<file path="src/rtl/tmo_pkg.sv">
package tmo_pkg;
  localparam int MODE_W = 4;
  localparam logic [MODE_W-1:0] MD_OFF = 4'b0000;
  localparam logic [MODE_W-1:0] MD_SET = 4'b1000;
  localparam logic [MODE_W-1:0] MD_CLR = 4'b1001;
  localparam logic [MODE_W-1:0] MD_IRQ = 4'b1010;
  localparam logic [MODE_W-1:0] MD_EVT = 4'b1011;

  function automatic logic mode_active(input logic [MODE_W-1:0] m);
    return m[MODE_W-1:MODE_W-2] == 2'b10;
  endfunction
endpackage

</file>
<file path="src/rtl/tmo_regs.sv">
module tmo_regs
  import tmo_pkg::*;
#(
  parameter int TMR_W  = 16,
  parameter int BYTE_W = 8,
  parameter int ADDR_W = 2
) (
  input  logic              clk,
  input  logic              rst,
  input  logic              we,
  input  logic [ADDR_W-1:0] addr,
  input  logic [BYTE_W-1:0] wdata,
  output logic [TMR_W-1:0]  cmp_val,
  output logic [MODE_W-1:0] mode,
  output logic              ctl_zero
);
  localparam int N_LANES   = TMR_W / BYTE_W;
  localparam int CTRL_ADDR = N_LANES;

  logic ctl_we;
  assign ctl_we   = we && (addr == ADDR_W'(CTRL_ADDR));
  assign ctl_zero = ctl_we && (wdata == '0);

  // one register per byte lane of the compare value
  genvar g;
  generate
    for (g = 0; g < N_LANES; g++) begin : g_lane
      always_ff @(posedge clk) begin
        if (rst)
          cmp_val[g*BYTE_W +: BYTE_W] <= '0;
        else if (we && (addr == ADDR_W'(g)))
          cmp_val[g*BYTE_W +: BYTE_W] <= wdata;
      end
    end
  endgenerate

  always_ff @(posedge clk) begin
    if (rst)
      mode <= MD_OFF;
    else if (ctl_we)
      mode <= wdata[MODE_W-1:0];
  end

  p_no_write_stable_r2: assert property (@(posedge clk) disable iff (rst)
    !we |=> $stable(cmp_val) && $stable(mode));
endmodule

</file>
<file path="src/rtl/tmo_match.sv">
module tmo_match #(
  parameter int TMR_W = 16
) (
  input  logic             clk,
  input  logic             rst,
  input  logic [TMR_W-1:0] tmr_val,
  input  logic             tmr_en,
  input  logic [TMR_W-1:0] cmp_val,
  output logic             hit
);
  logic eq_now;
  logic eq_q;

  assign eq_now = (tmr_val == cmp_val);

  // previous equality is only updated while the timer runs, so a pause
  // at the compare value cannot look like a new arrival
  always_ff @(posedge clk) begin
    if (rst)
      eq_q <= 1'b0;
    else if (tmr_en)
      eq_q <= eq_now;
  end

  assign hit = tmr_en && eq_now && !eq_q;

  p_single_arrival_r10: assert property (@(posedge clk) disable iff (rst)
    hit |=> !hit);
endmodule

</file>
<file path="src/rtl/tmo_action.sv">
module tmo_action
  import tmo_pkg::*;
#(
  parameter bit ADC_TRIG = 1'b1
) (
  input  logic              clk,
  input  logic              rst,
  input  logic              hit,
  input  logic [MODE_W-1:0] mode,
  input  logic              ctl_zero,
  input  logic              irq_clr,
  input  logic              adc_en,
  input  logic              drv_en,
  output logic              out_q,
  output logic              irq_q,
  output logic              clr_q,
  output logic              adc_q,
  output logic              oe_q
);
  logic active;
  logic evt_hit;
  assign active  = mode_active(mode);
  assign evt_hit = hit && (mode == MD_EVT);

  always_ff @(posedge clk) begin
    if (rst) begin
      out_q <= 1'b0;
      irq_q <= 1'b0;
      clr_q <= 1'b0;
      oe_q  <= 1'b0;
    end else begin
      clr_q <= evt_hit;
      oe_q  <= drv_en;
      if (ctl_zero)
        out_q <= 1'b0;
      else if (hit && mode == MD_SET)
        out_q <= 1'b1;
      else if (hit && mode == MD_CLR)
        out_q <= 1'b0;
      if (hit && active)
        irq_q <= 1'b1;
      else if (irq_clr)
        irq_q <= 1'b0;
    end
  end

  generate
    if (ADC_TRIG) begin : g_adc
      always_ff @(posedge clk) begin
        if (rst) adc_q <= 1'b0;
        else     adc_q <= evt_hit && adc_en;
      end
      p_adc_gate_r8: assert property (@(posedge clk) disable iff (rst)
        adc_q |-> clr_q && $past(adc_en));
    end else begin : g_no_adc
      assign adc_q = 1'b0;
    end
  endgenerate

  p_evt_only_r7: assert property (@(posedge clk) disable iff (rst)
    clr_q |-> $past(mode) == MD_EVT);
  p_flag_source_r6: assert property (@(posedge clk) disable iff (rst)
    (irq_q && !$past(irq_q)) |-> $past(hit));
  p_swi_keep_r5: assert property (@(posedge clk) disable iff (rst)
    (hit && mode == MD_IRQ && !ctl_zero) |=> $stable(out_q));
  p_zero_low_r11: assert property (@(posedge clk) disable iff (rst)
    ctl_zero |=> !out_q);
  p_idle_mode_r9: assert property (@(posedge clk) disable iff (rst)
    (hit && !active && !ctl_zero) |=> $stable(out_q) && !clr_q);
endmodule

</file>
<file path="src/rtl/tmr_match_out.sv">
module tmr_match_out #(
  parameter int TMR_W    = 16,
  parameter int BYTE_W   = 8,
  parameter int ADDR_W   = 2,
  parameter bit ADC_TRIG = 1'b1
) (
  input  logic              clk,
  input  logic              rst,
  input  logic              cfg_we,
  input  logic [ADDR_W-1:0] cfg_addr,
  input  logic [BYTE_W-1:0] cfg_wdata,
  input  logic [TMR_W-1:0]  tmr_val,
  input  logic              tmr_en,
  output logic              tmr_clr,
  input  logic              adc_enabled,
  output logic              adc_go,
  output logic              irq_flag,
  input  logic              irq_clr,
  output logic              out_latch,
  input  logic              drv_en,
  output logic              pin_oe,
  output logic              pin_o
);
  import tmo_pkg::*;

  logic [TMR_W-1:0]  cmp_val;
  logic [MODE_W-1:0] mode;
  logic              ctl_zero;
  logic              hit;

  tmo_regs #(.TMR_W(TMR_W), .BYTE_W(BYTE_W), .ADDR_W(ADDR_W)) u_regs (
    .clk(clk), .rst(rst), .we(cfg_we), .addr(cfg_addr), .wdata(cfg_wdata),
    .cmp_val(cmp_val), .mode(mode), .ctl_zero(ctl_zero)
  );

  tmo_match #(.TMR_W(TMR_W)) u_match (
    .clk(clk), .rst(rst), .tmr_val(tmr_val), .tmr_en(tmr_en),
    .cmp_val(cmp_val), .hit(hit)
  );

  tmo_action #(.ADC_TRIG(ADC_TRIG)) u_act (
    .clk(clk), .rst(rst), .hit(hit), .mode(mode), .ctl_zero(ctl_zero),
    .irq_clr(irq_clr), .adc_en(adc_enabled), .drv_en(drv_en),
    .out_q(out_latch), .irq_q(irq_flag), .clr_q(tmr_clr), .adc_q(adc_go),
    .oe_q(pin_oe)
  );

  assign pin_o = out_latch && pin_oe;

  p_clr_pulse_r7: assert property (@(posedge clk) disable iff (rst)
    tmr_clr |=> !tmr_clr);
endmodule

</file>
<file path="config.mk">
export PLATFORM = sky130hd
export DESIGN_NAME = tmr_match_out
export DESIGN_NICKNAME = d
export VERILOG_FILES = /design/src/rtl/tmo_pkg.sv /design/src/rtl/tmo_regs.sv /design/src/rtl/tmo_match.sv /design/src/rtl/tmo_action.sv /design/src/rtl/tmr_match_out.sv
export SDC_FILE = /design/constraint.sdc
export NUM_CORES = 1
export LEC_CHECK = 0
export BUFFER_PORTS_ARGS = -buffer_cell sky130_fd_sc_hd__buf_4
export CAP_MARGIN = 10
export CORE_MARGIN = 3
export CORE_UTILIZATION = 40
export DETAILED_ROUTE_END_ITERATION = 16
export PLACE_DENSITY = 0.68
export SLEW_MARGIN = 20
export SYNTH_ARGS = -nofsm -noshare
export SYNTH_HDL_FRONTEND = slang
export SYNTH_SLANG_ARGS = --single-unit
</file>
<file path="constraint.sdc">
create_clock -name clk -period 1.1 [get_ports clk]
set_input_delay 0.11 -clock clk [delete_from_list [all_inputs] [get_ports clk]]
set_output_delay 0.11 -clock clk [all_outputs]
set_load 0.02 [all_outputs]
</file>
==> summary.txt <==
Synthesis
  – Syn Inst Count: 125
  – Top cells by instance count after synthesis: 29 x nor2_1, 26 x dfxtp_1, 20 x mux2i_1
  – Sequential area share after synthesis: 44.88%
  – Area of the mapped netlist: about 1200 um2
  – #FFs+latches synth: 26
  – Area leader, netlist: dfxtp_1
  – Synth Flop Type: dfxtp_1
  – Area share of the largest cell type after synthesis: 44.88%
  – Syn nets: 158
  – Main area contributors after synthesis: dfxtp_1 45%, mux2i_1 17%, nor2_1 9.4%
  – Cell with the most instances after synthesis: nor2_1
  – Unique masters post-synth: 28
  – Post-synth ARST share: 0%
  – Avg Cell Area, Syn: 9.279 um2
  – Number of synthesized flops with an enable pin: 0
  – Synth warn: 0

Clock network
  – Clock transition at the registers of the reported paths: 0.15 ns
  – Root Buffer: clkbuf_4
  – Clk_lat worst skew: 0.34 ns
  – Post-CTS Setup Inserts: 0
  – CTS tree: done
  – CTS Sinks: 26
  – Number of CTS-inserted buffers: 3
  – Clock Path Buffers: 2
  – Clock H-tree levels: 1

Global route
  – Largest net degree at the start of global routing: 26
  – GRT Total Usage: 16.04%
  – Global-route wire length before repair: 4298 um
  – Total grt overflow: 0
  – Initial antenna violation count: 0
  – Number of global-route vias before repair: 1007

Worst setup path
  – R2R cell count: 5
  – CP Data Required Time: 1.35 ns
  – FF-to-FF Start: u_regs.cmp_val[7]$_SDFFE_PP0P_
  – End of the critical path: u_act.out_q$_SDFFE_PP0P_
  – Flop-to-flop setup slack: -0.21 ns
  – Crit-path max FO: 3
  – Reg-to-Reg End: u_act.out_q$_SDFFE_PP0P_
  – CP startpoint: u_regs.cmp_val[7]$_SDFFE_PP0P_
  – Critical Path AT: between 1.5 and 2 ns
  – Crit path kind: reg2reg
  – Startpoint types: flop
  – Crit end category: flop

Floorplan
  – Die height: 59.85 um
  – Core box area: approximately 2600 um2
  – I/O pins: 39
  – Initial Util: between 40% and 50%
  – Die W: 59.85 um
  – Die ar.: ~3600 um2
  – Core Rows: 18

Finish
  – Multi-input logic area: 611.8 um2
  – Nets: 207
  – Proportion of layout cells with a drive suffix above 1: 35.26%
  – Ant diodes: 0
  – Post-route cell area: 1632 um2
  – Synth-to-layout area growth: 40.67%
  – FF+latch area: about 530 um2
  – Fillers: 234

Routing
  – Antenna Nets Post-Route: 0
  – Drt pass-1 iters: 4
  – Vias per Instance: 5.054
  – Post-Route WL: between 2000 and 3000 um
  – Initial drt markers: 15
  – Residual DRC: 0
  – WL per Instance: between 10 and 15 um
  – Via count: 1026

STA
  – RSZ-0062 raised after global routing: true
  – Fin crit period: 1.305 ns
  – Final setup vio count: 5
  – Max-slew violations: 0
  – Fin. Hold Viols: 0
  – Worst hold slack: 0.02624 ns
  – Max_slew headroom: around four fifths
  – Max Freq: around 0.77 GHz
  – Fraction of the cycle the final worst path needs: 118.7%
  – Worst-Margin Slew: 0.3202 ns
  – Worst clock skew: approximately 0.018 ns
  – Worst setup margin: -0.2053 ns

Status
  – Outcome: finished with violations
  – Failing checks: negative setup slack

Placement
  – DPL Wire Length: 2055 um
  – Input/output buffers: 38
  – GP Congestion: 0.8724
  – Post-Place Cell Area: 1526 um2

Pwr
  – VDD IR max: 1376 uV
  – Total power: 1943 uW
  – Static leakage: roughly 0.00077 uW
  – PD cells: about 1200 nW/um2

Min path
  – WHS Path Cells: 3
  – Worst hold path type: in2reg

Run
  – Maxcap violations: 0
## registers in the layout, indices dropped and copies added, names as in the netlist
signal and count:
u_regs.cmp_val 16, u_regs.mode 4, u_act.adc_q 1, u_act.clr_q 1, u_act.irq_q 1, u_act.oe_q 1, u_act.out_q 1, u_match.eq_q 1
## per-stage QoR
stage               setup slack [ns]  cells  utilization [%]  TNS [ns]
detailed placement           -0.2501    196            58.43    -1.001
finish                       -0.2053    203            62.45   -0.8706
global placement             -0.1945    196            58.43   -0.7374
floorplan                    -0.1102    125                -   -0.2039
global route                 -0.3424    203            62.45    -1.598
CTS                          -0.2165    202            61.78   -0.9406
## critical path, cell delays in order, from the launching register on
cell,delay (ns)
dfxtp_2,0.36
xor2_1,0.14
a221oi_1,0.19
and4_1,0.28
nand4_1,0.12
mux2i_1,0.14
## cell usage in the layout, fill, tap and decap left out, types with 2 or more instances in the layout
| cell type | instances |
|---|---|
| clkbuf_4 | 3 |
| xnor2_1 | 6 |
| buf_4 | 45 |
| xor2_1 | 4 |
| nor2_1 | 29 |
| nand2_1 | 5 |
| inv_1 | 5 |
| nand3b_1 | 2 |
| dlygate4sd3_1 | 3 |
| a21oi_1 | 2 |
| dfxtp_1 | 20 |
| dfxtp_2 | 6 |
| nand4_1 | 3 |
| mux2i_1 | 20 |
## per-layer routing
metal	up-vias	share of wire [%]	track usage, %
met1	476	43	18.13
met4	0	0.64	2.848
li1	519	-	-
met5	-	0	0
met2	26	51	29.48
met3	5	5.9	4.968
## worst min-delay path by stage
stage | to | from
3_3_place_gp | u_act.oe_q$_SDFF_PP0_ | drv_en
2_1_floorplan | u_act.oe_q$_SDFF_PP0_ | drv_en
4_1_cts | u_act.adc_q$_SDFF_PP0_ | adc_enabled
6_report | u_regs.cmp_val[7]$_SDFFE_PP0P_ | cfg_wdata[7]
3_5_place_dp | u_act.oe_q$_SDFF_PP0_ | drv_en
5_1_grt | u_regs.cmp_val[3]$_SDFFE_PP0P_ | cfg_wdata[3]
## report_power, final
part / internal, uW / leakage (uW) / total [uW] / switching, uW
Combinational: 166 / 0.000531 / 287 / 121
Clock: 369 / 0.0000279 / 668 / 299
Sequential: 970 / 0.000214 / 988 / 18.5
## kinds of logic (layout without fill, tap and decap cells)
| group | count (synthesis) | in the layout | share of synthesized area (%) |
|---|---|---|---|
| AOI/OAI and AO/OA | 8 | 8 | 4.963 |
| buffers and inverters | 11 | 59 | 3.775 |
| muxes | 20 | 20 | 17.26 |
| DFF | 26 | 26 | 44.88 |
| and+or+nand+nor | 49 | 49 | 20.82 |
| xor gates and xnor gates | 11 | 11 | 8.306 |
## area by class of cell
type | count | area share, %
multi-input combinational | 88 | 37.50
sequential | 26 | 32.36
timing repair buffer | 49 | 23.24
tap | 30 | 2.301
clock inverter | 1 | 1.840
clock buffer | 3 | 1.380
inverter | 6 | 1.380
## what timing repair did
action	CTS	global route
pin swaps	8	5
hold endpoints to repair	2	1
setup endpoints to repair	6	6
resized for setup	4	3
hold buffers	2	1
(Power assumes the default switching activity.)
